### src/rtl/kwd_pkg.sv
package kwd_pkg;
  localparam int WORD_W     = 32;
  localparam int EN_LSB     = 24;
  localparam int SVC_LSB    = 26;
  localparam int STATUS_BIT = 31;

  localparam logic [1:0] KEY_IDLE   = 2'b00;
  localparam logic [1:0] KEY_FIRST  = 2'b01;
  localparam logic [1:0] KEY_SECOND = 2'b10;

  typedef struct packed {
    logic reload;
    logic toggleEn;
    logic setPreload;
  } wdStrobe_t;
endpackage

### src/rtl/kwd_key_seq.sv
module kwd_key_seq
  import kwd_pkg::*;
(
  input  logic       clk,
  input  logic       rstN,
  input  logic       wrEn,
  input  logic [1:0] code,
  output logic       fire
);
  logic armed;

  assign fire = wrEn && armed && (code == KEY_SECOND);

  always_ff @(posedge clk) begin
    if (!rstN) begin
      armed <= 1'b0;
    end else if (wrEn && code != KEY_IDLE) begin
      if (!armed) armed <= (code == KEY_FIRST);
      else        armed <= 1'b0;
    end
  end

  // a completed key always leaves the detector idle
  assert_fire_clears_R5: assert property (@(posedge clk) disable iff (!rstN)
    fire |=> !armed);
  // a repeated first step while armed returns to idle
  assert_repeat_idle_R5: assert property (@(posedge clk) disable iff (!rstN)
    (wrEn && armed && code == KEY_FIRST) |=> !armed);
endmodule

### src/rtl/kwd_ctrl.sv
module kwd_ctrl
  import kwd_pkg::*;
(
  input  logic              clk,
  input  logic              rstN,
  input  logic              wrEn,
  input  logic [WORD_W-1:0] wrData,
  output wdStrobe_t         st
);
  localparam int NKEYS = 2;
  logic [NKEYS-1:0] keyFire;
  logic [NKEYS-1:0] keyZero;

  for (genvar g = 0; g < NKEYS; g++) begin : gKey
    localparam int LSB = EN_LSB + 2 * g;
    kwd_key_seq uKey (
      .clk  (clk),
      .rstN (rstN),
      .wrEn (wrEn),
      .code (wrData[LSB+1:LSB]),
      .fire (keyFire[g])
    );
    assign keyZero[g] = (wrData[LSB+1:LSB] == KEY_IDLE);
  end

  always_comb begin
    st            = '0;
    st.toggleEn   = keyFire[0];
    st.reload     = keyFire[1];
    st.setPreload = wrEn && (&keyZero);
  end

  // a preload update never coincides with a key action
  assert_preload_excl_R2: assert property (@(posedge clk) disable iff (!rstN)
    st.setPreload |-> !(st.reload || st.toggleEn));
endmodule

### src/rtl/kwd_path.sv
module kwd_path
  import kwd_pkg::*;
#(
  parameter int PW    = 24,
  parameter int SHIFT = 8
) (
  input  logic          clk,
  input  logic          rstN,
  input  wdStrobe_t     st,
  input  logic [PW-1:0] preloadIn,
  output logic [PW-1:0] preloadQ,
  output logic          enQ,
  output logic          pulseQ
);
  localparam int CW = PW + SHIFT;
  logic [CW-1:0] cnt;

  always_ff @(posedge clk) begin
    if (!rstN) begin
      preloadQ <= '0;
      enQ      <= 1'b0;
      cnt      <= '0;
      pulseQ   <= 1'b0;
    end else begin
      if (st.setPreload) preloadQ <= preloadIn;
      if (st.toggleEn)   enQ      <= !enQ;
      if (st.reload)
        cnt <= {preloadQ, {SHIFT{1'b0}}};
      else if (enQ && cnt != '0)
        cnt <= cnt - 1'b1;
      pulseQ <= enQ && !st.reload && (cnt == CW'(1));
    end
  end

  // the expiry pulse lasts one cycle
  assert_pulse_single_R8: assert property (@(posedge clk) disable iff (!rstN)
    pulseQ |=> !pulseQ);
  // a disabled counter without reload does not move
  assert_freeze_R7: assert property (@(posedge clk) disable iff (!rstN)
    (!enQ && !st.reload) |=> $stable(cnt));
  // a reload lands the scaled preload
  assert_reload_R4: assert property (@(posedge clk) disable iff (!rstN)
    st.reload |=> (cnt == {$past(preloadQ), {SHIFT{1'b0}}}));
  // preload moves only on a preload write
  assert_preload_hold_R2: assert property (@(posedge clk) disable iff (!rstN)
    !st.setPreload |=> $stable(preloadQ));
  // a pulse means the count is resting at zero
  assert_zero_after_R8: assert property (@(posedge clk) disable iff (!rstN)
    pulseQ |-> (cnt == '0 || $past(st.reload)));
endmodule

### src/rtl/keyed_watchdog.sv
module keyed_watchdog
  import kwd_pkg::*;
#(
  parameter int PW    = 24,
  parameter int SHIFT = 8
) (
  input  logic        clk,
  input  logic        rstN,
  input  logic        wrEn,
  input  logic [31:0] wrData,
  output logic [31:0] rdData,
  output logic        timeoutPulse,
  output logic        enabled
);
  wdStrobe_t     st;
  logic [PW-1:0] preloadQ;

  initial begin
    assert (PW <= EN_LSB && PW + SHIFT <= WORD_W)
      else $error("R9: preload and scale exceed the field layout");
  end

  kwd_ctrl uCtrl (
    .clk    (clk),
    .rstN   (rstN),
    .wrEn   (wrEn),
    .wrData (wrData),
    .st     (st)
  );

  kwd_path #(.PW(PW), .SHIFT(SHIFT)) uPath (
    .clk       (clk),
    .rstN      (rstN),
    .st        (st),
    .preloadIn (wrData[PW-1:0]),
    .preloadQ  (preloadQ),
    .enQ       (enabled),
    .pulseQ    (timeoutPulse)
  );

  always_comb begin
    rdData             = '0;
    rdData[PW-1:0]     = preloadQ;
    rdData[STATUS_BIT] = enabled;
  end
endmodule

### config.mk
export PLATFORM = sky130hd
export DESIGN_NAME = keyed_watchdog
export DESIGN_NICKNAME = d
export VERILOG_FILES = /design/src/rtl/kwd_pkg.sv /design/src/rtl/kwd_key_seq.sv /design/src/rtl/kwd_ctrl.sv /design/src/rtl/kwd_path.sv /design/src/rtl/keyed_watchdog.sv
export SDC_FILE = /design/constraint.sdc
export NUM_CORES = 1
export LEC_CHECK = 0
export BUFFER_PORTS_ARGS = -buffer_cell sky130_fd_sc_hd__buf_2
export CORE_MARGIN = 2
export CORE_UTILIZATION = 35
export CTS_CLUSTER_DIAMETER = 80
export CTS_CLUSTER_SIZE = 10
export DETAILED_ROUTE_END_ITERATION = 12
export PLACE_DENSITY_LB_ADDON = 0.08
export SLEW_MARGIN = 10
export SYNTH_ARGS = -nofsm -noshare
export SYNTH_HDL_FRONTEND = slang
export SYNTH_SLANG_ARGS = --single-unit
### constraint.sdc
create_clock -name clk -period 5.1 [get_ports clk]
set_clock_uncertainty 0.2 [all_clocks]
set_input_delay 1.02 -clock clk [delete_from_list [all_inputs] [get_ports clk]]
set_output_delay 1.02 -clock clk [all_outputs]
set_load 0.1 [all_outputs]
==> results of run 1 <==
routing by layer:
metal | up-vias | track usage, % | part of all wire, %
met5 | - | 0 | 0
met4 | 0 | 5.02 | 0.80
met3 | 6 | 3.88 | 4.5
met2 | 71 | 27.3 | 43
met1 | 1420 | 28.3 | 52
li1 | 1521 | - | -
worst paths after layout:
kind                                       start                             end  slack (ns)  cells after the start
setup / recovery      uPath.cnt[19]$_SDFFE_PN0P_      uPath.cnt[19]$_SDFFE_PN0P_        1.81                      5
hold / removal    uPath.preloadQ[1]$_SDFFE_PN0P_  uPath.preloadQ[1]$_SDFFE_PN0P_        0.27                      2
setup reg to reg      uPath.cnt[19]$_SDFFE_PN0P_      uPath.cnt[19]$_SDFFE_PN0P_        1.81                      5
hold reg to reg   uPath.preloadQ[1]$_SDFFE_PN0P_  uPath.preloadQ[1]$_SDFFE_PN0P_        0.27                      2
metrics by stage:
step	hold WS, ns	instance area [sq um]	power (mW)
2_1_floorplan	0.269	3080	0.601
3_3_place_gp	0.257	3380	0.634
3_5_place_dp	0.260	3380	0.634
4_1_cts	0.272	3550	1.01
5_1_grt	0.300	3550	1.05
6_report	0.271	3550	1.00
where the power goes:
group | total [mW] | internal [mW] | switching [mW]
clock | 0.377 | 0.175 | 0.202
sequential | 0.479 | 0.474 | 0.00573
combinational | 0.145 | 0.0390 | 0.106
cells by family (layout without fill, tap and decap cells):
group                    count (synthesis)  count (layout)  synth area share, %
AO/OA/AOI/OAI                          112             112                 22.1
XOR/XNOR                                 7               7                 2.00
adder cells (fa/ha/maj)                  2               2                0.818
buffers and inverters                   34              82                 5.80
flip-flops                              60              60                 39.2
multiplexers                             2               2                0.654
other                                    1               7                0.123
AND/OR/NAND/NOR                        166             166                 29.2
worst max-delay path: cells and delay by family, from the launching register on:
kind	cells	cell delay, ns
flip-flops	1	0.36
AO/OA/AOI/OAI	3	1.31
AND/OR/NAND/NOR	2	1.32
area by class of cell:
type                       count  area share [%]
clock inverter                 6            1.16
timing repair buffer          61            8.88
inverter                       5           0.529
tap                          108            3.81
clock buffer                  10            3.60
sequential                    60            33.8
multi-input combinational    296            48.2
cell usage after synthesis (2+ instances only):
library cell / number
a21oi_1: 40
a31oi_1: 15
and3_1: 7
and4_1: 2
buf_4: 9
buf_6: 2
clkbuf_1: 17
dfxtp_1: 60
ha_1: 2
inv_1: 4
mux2i_1: 2
nand2_1: 58
nand2b_1: 3
nand3_1: 10
nand4_1: 6
nand4b_1: 2
nor2_1: 15
nor3_1: 12
nor4_1: 8
nor4bb_1: 2
o21a_1: 3
o21ai_0: 26
o21ai_1: 2
o22ai_1: 5
o311ai_0: 2
o31ai_1: 8
o41ai_1: 4
or2_2: 4
or3_1: 16
or4_1: 13
or4b_2: 2
xnor2_1: 2
xor2_1: 5
registers in the layout (all words and copies together) (netlist names):
| name | count |
|---|---|
| uCtrl.gKey.uKey.armed | 2 |
| uPath.pulseQ | 1 |
| uPath.cnt | 32 |
| uPath.enQ | 1 |
| uPath.preloadQ | 24 |
==> key figures, run 1 <==
Status
  • Status: completed

Route
  • Via count: 3018
  • WL final: 8.62 mm
  • DRT Pass-1 Iters: 4
  • DRT iter0 DRCs: 183
  • Routed WL per cell: approximately 16 microns
  • Drc violations: 0
  • DRT antenna net count: 0
  • Vias per Instance: 5.53

Final layout
  • Share of cells above drive strength 1: just under 20%
  • Commonest non-fill, non-tap cell in the layout: dfxtp_1
  • Post-route non-filler standard cell count: 546
  • Reg area: ~0.0012 sq mm
  • Area Growth Syn to Fin: 16.0%
  • # fillers: ~940
  • Post-layout util: about two fifths
  • Area occupied by multi-input gates: 0.00171 sq mm
  • Nets: 470
  • ANT cells: 0
  • Most frequent cells in the layout: dfxtp_1, nand2_1, buf_2

CTS
  • Total CTS buffers: 9
  • Maximum root-to-sink buffer count: 2
  • Clk root buf: clkbuf_8
  • H-tree depth: 3
  • Skew-Pair Late Insertion Delay: between 0.3 and 0.4 ns
  • Clock sinks: 60
  • Setup Buffers After CTS: 0
  • Resize count post-CTS: 0
  • CTS tree: yes
  • Clock Pin Slew Worst Setup and Hold Paths: 0.07 ns
  • # hold bufs at CTS: 0

Floorplanning
  • Boundary Pins: 69
  • Die area: 0.00951 sq mm
  • CORE AREA: 0.00859 sq mm
  • Initial core utilization: 35.6%
  • Die height: 97.5 microns
  • Die width: 97.5 microns
  • Std-Cell Rows: 34

Timing
  • Final Hold Viols: 0
  • Setup slack after layout: 1.81 ns
  • Period utilization: 64.4%
  • Setup_tns: 0 ns
  • Min Tclk post-route: 3.29 ns
  • Worst Max-Slew Pin Slew: 0.930 ns
  • Slew Viols, Final: 0
  • F_max: roughly 0.30 GHz
  • Final setup vio count: 0
  • Relative slew slack: 38.0%
  • RSZ-0062 raised after global routing: no

Yosys
  • Yosys warns: 0
  • Synth Instances: 384
  • Post-synth cell types: 49
  • Synth top area cells: dfxtp_1, nand2_1, a21oi_1, o21ai_0, or3_1
  • Seq/Total Area, Yosys: about two fifths
  • Mapped Area: between 0.003 and 0.004 sq mm
  • Synth top area share: 39.2%
  • Post-Syn Area per Cell: 7.97 sq um
  • Yosys reg bits: 60
  • Top FF cell, synth: dfxtp_1
  • Area leader, netlist: dfxtp_1
  • Post-synth ARST share: 0%
  • EDFF count, synth: 0

Setup path
  • Critical path cell sequence: or4_1 > or4_1 > o31ai_4 > o311ai_0 > o311ai_1
  • Type of the worst setup path: reg -> reg
  • Crit path max-delay cell type: o31ai_4
  • Most frequent CP cell: or4_1
  • Setup crit end kind: flip-flop
  • Startpoint types: flip-flop
  • Worst path required time: 5.14 ns
  • Arrival time of the worst setup path: 3.32 ns
  • Crit-path max cell delay: 0.88 ns
  • Worst-path fanout max: 25

Power and ir drop
  • VDD IR-drop max: 0.000125 V
  • PD cells: between 200 and 300 mW/mm^2
  • Leakage: 1.44 nW

GRT
  • Initial antenna violation count: 0
  • Grt total ovfl: 0
  • First-pass GRT wire length: 14.7 mm
  • Vias in the first global route: around 2800
  • Largest net degree at the start of global routing: 34
  • All-Layer GR Usage: around a fifth

Placement
  • DP HPWL: 6.04 mm
  • Gpl congestion: approximately 0.85
  • Port Buf Inserts: 57
  • Inst Count DP: 530
  • Pre-CTS setup slack: 1.84 ns

Worst hold path
  • Worst min path class: reg -> reg

Flow run
  • Max_cap viols: 0
(Power assumes the default switching activity.)
==> run 2: changes to the inputs <==
ABC_AREA = 1   (was default)
clock period = 2.9 ns   (was 5.1 ns; I/O delays follow)
==> run 2 against run 1 <==
Compared with the run above:
- clock-buffer cell count is the same
- register-to-register slack lost 1.2 ns
- total power grew 81%
- largest cell class unchanged
- largest power group unchanged
- highest routed layer unchanged
==> key figures, run 2 <==
GRT
  • Grt total ovfl: 0
  • All-Layer GR Usage: 18.6%
  • Most used routing layer: met2
  • Grt met1 use: 26.9%
  • M2 GR Usage: 27.7%
  • First-pass GRT wire length: 15.2 mm
  • Largest net degree at the start of global routing: 42
  • Initial antenna violation count: 0
  • Met3 Use GR: 3.93%
  • Vias in the first global route: 3054

Yosys
  • Seq/Total Area, Yosys: 35.3%
  • EDFF count, synth: 0
  • Synth top area cells: dfxtp_1, nand2_1, nor2_1, nand3_1, inv_1
  • Post-synth top cells: nand2_1, nor2_1, inv_1, dfxtp_1, nand3_1
  • Mapped Area: 0.00340 sq mm
  • Synth Instances: around 530
  • Post-synth cell types: 29
  • Synth top area share: a little over a third
  • Yosys reg bits: 60
  • Area leader, netlist: dfxtp_1
  • Top FF cell, synth: dfxtp_1
  • Post-Syn Area per Cell: approximately 6.4 sq um
  • Post-synth ARST share: 0%
  • Top-count cell post-synth: nand2_1
  • Yosys warns: 0

Route
  • Routed WL per cell: 12.6 microns
  • WL final: 9.08 mm
  • DRT Pass-1 Iters: 4
  • Vias per Instance: 4.66
  • DRT iter0 DRCs: between 150 and 200
  • DRT antenna net count: 0
  • Drc violations: 0
  • Via count: roughly 3400

Final layout
  • Reg area: 0.00120 sq mm
  • ANT cells: 0
  • Max reg flops: 32
  • Most frequent cells in the layout: nand2_1, nor2_1, inv_1
  • Area occupied by multi-input gates: 0.00184 sq mm
  • Commonest non-fill, non-tap cell in the layout: nand2_1
  • Regs by FF count: uPath.cnt x32, uPath.preloadQ x24, uCtrl.gKey.uKey.armed x2
  • # fillers: 1016
  • Area Growth Syn to Fin: 16.8%
  • Post-route cell area: 0.00397 sq mm
  • Nets: between 600 and 700
  • Biggest register: uPath.cnt
  • Share of cells above drive strength 1: 15.9%

CTS
  • Skew-Pair Late Insertion Delay: between 0.3 and 0.4 ns
  • CTS tree: yes
  • H-tree depth: 3
  • Resize count post-CTS: 0
  • Total CTS buffers: 9
  • Clock sinks: 60
  • Clock Pin Slew Worst Setup and Hold Paths: 0.08 ns
  • Clk root buf: clkbuf_8
  • # hold bufs at CTS: 0
  • Maximum root-to-sink buffer count: 2
  • Setup Buffers After CTS: 0

Power and ir drop
  • Sequential share of power: 46.3%
  • Leakage: 2.10 nW
  • Internal: 1.28 mW
  • Combinational Power Share: between 10% and 20%
  • Clock power frac: 42.5%
  • PD cells: 458 mW/mm^2
  • Net switching power: 0.535 mW
  • Sw Share: approximately 30%
  • VDD IR-drop max: 0.000202 V
  • Tot Pwr: about 1.8 mW

Setup path
  • Worst R2R Setup Slack: between 0.5 and 0.6 ns
  • Startpoint types: flip-flop
  • Worst path bufs/invs: 3
  • Critical path cell sequence: inv_1 > ha_1 > nand2_1 > nor2_4 > nand2_4 > o21ai_4 > buf_4 > nand3_1 > nand3_1 > nand2_1 > inv_1
  • Setup crit end kind: flip-flop
  • Reg2reg end: uPath.cnt[18]$_SDFFE_PN0P_
  • Crit path max-delay cell type: buf_4
  • Worst-path fanout max: 24
  • Worst reg2reg startpoint: uPath.cnt[0]$_SDFFE_PP0P_
  • Arrival time of the worst setup path: 2.39 ns
  • Worst path required time: ~3 ns
  • Type of the worst setup path: reg -> reg
  • CP top delay family: simple AND/OR/NAND/NOR gates
  • Cells on worst reg2reg path: 11
  • Crit-path max cell delay: 0.35 ns

Timing
  • Final Hold Viols: 0
  • Setup_tns: 0 ns
  • Hold slack: 0.262 ns
  • F_max: 0.433 GHz
  • Slew Viols, Final: 0
  • Period utilization: 79.6%
  • RSZ-0062 raised after global routing: no
  • Setup slack after layout: a little under 0.6 ns
  • Min Tclk post-route: 2.31 ns
  • Final setup vio count: 0
  • Worst Max-Slew Pin Slew: between 0.5 and 0.6 ns
  • Relative slew slack: 60.6%

Floorplanning
  • Boundary Pins: 69
  • Initial core utilization: 36.4%
  • Die width: between 100 and 150 microns
  • Std-Cell Rows: 35
  • Die height: just over 100 microns
  • Die area: 0.0105 sq mm
  • CORE AREA: 0.00933 sq mm

Placement
  • Placed Instance Area: 0.00377 sq mm
  • DP HPWL: 6.65 mm
  • Gpl congestion: 0.893
  • Port Buf Inserts: 57
  • Pre-CTS setup slack: 0.618 ns

Worst hold path
  • Worst min path class: reg -> reg
  • Worst Hold Path EP: uPath.preloadQ[11]$_SDFFE_PN0P_
  • Startpoint of the lowest-slack hold path: uPath.preloadQ[11]$_SDFFE_PN0P_
  • Worst hold stages: 2

Status
  • Status: completed

Flow run
  • Max_cap viols: 0
## run 2: cell count changes after synthesis, sizes merged, moves of 7 or more
cell and delta:
a21oi -7, a31oi -15, and3 -7, inv +59, nand2 +76, nand3 +37
nor2 +79, nor4 -8, o31ai -9, or3 -16, or4 -13
## run 2: stage by stage
stage                     utilization [%]  instances
after floorplan                         -        540
after global placement               40.4        704
after detailed placement             40.4        704
after CTS                            42.6        720
after global routing                 42.6        720
final                                42.6        720
## run 2: area by class of cell
class / count / share of cell area [%]
Clock inverter: 6 / 1.83
Multi-Input combinational cell: 390 / 46.2
Timing Repair Buffer: 62 / 8.45
Clock buffer: 10 / 3.21
Sequential cell: 60 / 30.3
Inverter: 63 / 5.96
Tap cell: 129 / 4.07
## run 2: power groups by stage
| stage | combinational [mW] | sequential (mW) | clock, mW |
|---|---|---|---|
| final | 0.203 | 0.841 | 0.772 |
| after global routing | 0.219 | 0.843 | 0.836 |
| after CTS | 0.204 | 0.841 | 0.788 |
| after detailed placement | 0.203 | 0.861 | 0 |
| after global placement | 0.202 | 0.860 | 0 |
| after floorplan | 0.109 | 0.914 | 0 |
## run 2: worst register-to-register path: stages, from the launching register on
cell and delay (ns):
dfxtp_1 0.34, inv_1 0.11, ha_1 0.18, nand2_1 0.15
nor2_4 0.20, nand2_4 0.10, o21ai_4 0.27, buf_4 0.35
nand3_1 0.11, nand3_1 0.10, nand2_1 0.06, inv_1 0.06
## run 2: cell families (layout without fill, tap and decap cells)
logic type / after synthesis / in the layout / synth area share [%]
other: 1 / 7 / 0.110
and+or+nand+nor: 292 / 292 / 36.8
buffers and inverters: 90 / 141 / 11.3
xor gates and xnor gates: 17 / 17 / 4.38
AOI/OAI and AO/OA: 72 / 72 / 11.3
adders and majority gates: 2 / 2 / 0.736
DFF: 60 / 60 / 35.3
## run 2: layer usage
metal / up-vias / wire length [microns]
li1: 1767 / -
met5: - / 0
met1: 1512 / 4710
met3: 8 / 390
met4: 0 / 104
met2: 66 / 3880
## run 2: how the worst max path moves through the flow
| stage | endpoint | cells past startpoint | from |
|---|---|---|---|
| after floorplan | rdData[31] | 1 | uPath.enQ$_SDFFE_PN0P_ |
| after global placement | uPath.cnt[25]$_SDFFE_PN0P_ | 11 | uPath.cnt[0]$_SDFFE_PP0P_ |
| after detailed placement | uPath.cnt[31]$_SDFFE_PN0P_ | 11 | uPath.cnt[0]$_SDFFE_PP0P_ |
| after CTS | uPath.cnt[18]$_SDFFE_PN0P_ | 11 | uPath.cnt[0]$_SDFFE_PP0P_ |
| after global routing | uPath.cnt[18]$_SDFFE_PN0P_ | 11 | uPath.cnt[0]$_SDFFE_PP0P_ |
| final | uPath.cnt[18]$_SDFFE_PN0P_ | 11 | uPath.cnt[0]$_SDFFE_PP0P_ |
==> run 3: changes to the inputs <==
clock period = 2.05 ns   (was 2.9 ns; I/O delays follow)
==> run 3 against run 2 <==
Compared with the run above:
- final area up 5.5%
- core utilization up 2.3 points
- die area unchanged
- worst setup slack worse by 0.45 ns
- register-to-register slack worse by 0.45 ns
- cell count up 2.9%
- combinational power up 43%
- clock power up 58%
- global-route usage down 0.098 points
- wire length up 0.34%
==> key figures, run 3 (synthesis gave the netlist of run 2 again) <==
Timing
  • Final Hold Viols: 0
  • Hold slack: between 0.1 and 0.15 ns
  • Slew Viols, Final: 0
  • Period utilization: between 90 and 100%
  • F_max: 0.524 GHz
  • Min Tclk post-route: ~1.9 ns
  • Setup slack after layout: 0.142 ns
  • Final setup vio count: 0

Setup path
  • Crit-path max cell delay: 0.35 ns
  • Type of the worst setup path: reg -> reg
  • Worst path required time: 2.10 ns
  • Crit path from: uPath.cnt[0]$_SDFFE_PP0P_
  • Worst path bufs/invs: 3
  • Crit path max-delay cell type: dfxtp_1
  • Startpoint types: flip-flop
  • Worst-path fanout max: 5
  • Worst reg2reg startpoint: uPath.cnt[0]$_SDFFE_PP0P_
  • Critical path cell sequence: inv_2 > ha_2 > nand2_2 > nor2_4 > nand2_4 > o21ai_4 > nor2_2 > buf_4 > nand2_1 > nand3_1 > nand2_1 > inv_1
  • Arrival time of the worst setup path: about 2.0 ns
  • Most frequent CP cell: nand2_1
  • CP top delay family: simple AND/OR/NAND/NOR gates
  • Setup crit end kind: flip-flop

Power and ir drop
  • Leakage: between 2 and 2.5 nW
  • VDD IR-drop max: 0.000318 V
  • Tot Pwr: 2.70 mW
  • PD cells: 646 mW/mm^2

Status
  • Status: completed

CTS
  • Setup Buffers After CTS: 0
  • Clock Pin Slew Worst Setup and Hold Paths: 0.08 ns
  • Clock sinks: 60
  • Resize count post-CTS: 0
  • Clk root buf: clkbuf_8
  • H-tree depth: 3
  • Total CTS buffers: 9
  • Skew-Pair Late Insertion Delay: around 0.35 ns
  • CTS tree: yes
  • # hold bufs at CTS: 0
  • Maximum root-to-sink buffer count: 2

GRT
  • Largest net degree at the start of global routing: 42
  • Grt total ovfl: 0
  • First-pass GRT wire length: roughly 15 mm
  • Vias in the first global route: 3199
  • Initial antenna violation count: 0
  • All-Layer GR Usage: 18.5%

Route
  • Via count: around 3400
  • Vias per Instance: 4.56
  • Routed WL per cell: roughly 12 microns
  • DRT antenna net count: 0
  • Drc violations: 0
  • DRT iter0 DRCs: 174
  • WL final: 9.12 mm
  • DRT Pass-1 Iters: 4

Placement
  • Pre-CTS setup slack: 0.0292 ns
  • DP HPWL: 7.01 mm
  • Gpl congestion: around 0.85
  • Port Buf Inserts: 57

Final layout
  • Most frequent cells in the layout: nand2_1, nor2_1, inv_1
  • Area Growth Syn to Fin: 23.2%
  • Regs by FF count: uPath.cnt x32, uPath.preloadQ x24, uCtrl.gKey.uKey.armed x2
  • Commonest non-fill, non-tap cell in the layout: nand2_1
  • Max reg flops: 32
  • Biggest register: uPath.cnt
  • ANT cells: 0
  • Share of cells above drive strength 1: 20.9%
  • Nets: 644
  • # fillers: 1001

Worst hold path
  • Startpoint of the lowest-slack hold path: wrData[0]
  • Worst min path class: in -> reg

Floorplanning
  • Die area: ~0.011 sq mm
  • CORE AREA: 0.00933 sq mm
  • Die width: around 100 microns
  • Die height: between 100 and 150 microns
  • Initial core utilization: 36.4%
  • Boundary Pins: 69
  • Std-Cell Rows: 35

Flow run
  • Max_cap viols: 0
## run 3: final cells by class
cell class | instances | area [sq um] | share of cell area (%)
Multi-Input combinational cell | 390 | 1870 | 44.7
Tap cell | 129 | 161 | 3.85
Sequential cell | 60 | 1200 | 28.7
Clock buffer | 9 | 124 | 2.96
Clock inverter | 7 | 98.8 | 2.36
Inverter | 63 | 236 | 5.65
Timing Repair Buffer | 83 | 492 | 11.7
## run 3: path summary, 6_finish.rpt
kind / slack (ns) / to / cells past startpoint
min: 0.13 / uPath.preloadQ[0]$_SDFFE_PN0P_ / 3
min reg2reg: 0.26 / uPath.preloadQ[11]$_SDFFE_PN0P_ / 2
max: 0.14 / uPath.cnt[25]$_SDFFE_PN0P_ / 12
max reg2reg: 0.14 / uPath.cnt[25]$_SDFFE_PN0P_ / 12
## run 3: worst register-to-register path: cells and delay by family (launching register included)
family	cells	cell delay (ns)
and+or+nand+nor	7	0.61
DFF	1	0.35
buffers and inverters	3	0.28
AOI/OAI and AO/OA	1	0.20
adders and majority gates	1	0.19
## run 3: through the flow
step           setup TNS, ns  utilization (%)  cell area, sq um  std cells
3_3_place_gp               0             42.0              3920        725
3_5_place_dp               0             42.0              3920        725
6_report                   0             44.9              4190        741
5_1_grt              -0.0129             44.9              4190        741
4_1_cts                    0             44.4              4140        741
2_1_floorplan              0                -              3420        540
## run 3: where the power goes
group	total, mW	internal, mW	switching, mW
logic	0.290	0.0652	0.225
clock network	1.22	0.692	0.531
registers	1.19	1.18	0.0110
total	2.70	1.94	0.767
## run 3: layer usage
metal / vias to the layer above / wire (microns) / global-route usage, %
met3: 13 / 374 / 2.98
met2: 83 / 4000 / 29.0
met5: - / 0 / 0
met4: 0 / 131 / 5.95
li1: 1802 / - / -
met1: 1481 / 4610 / 25.9
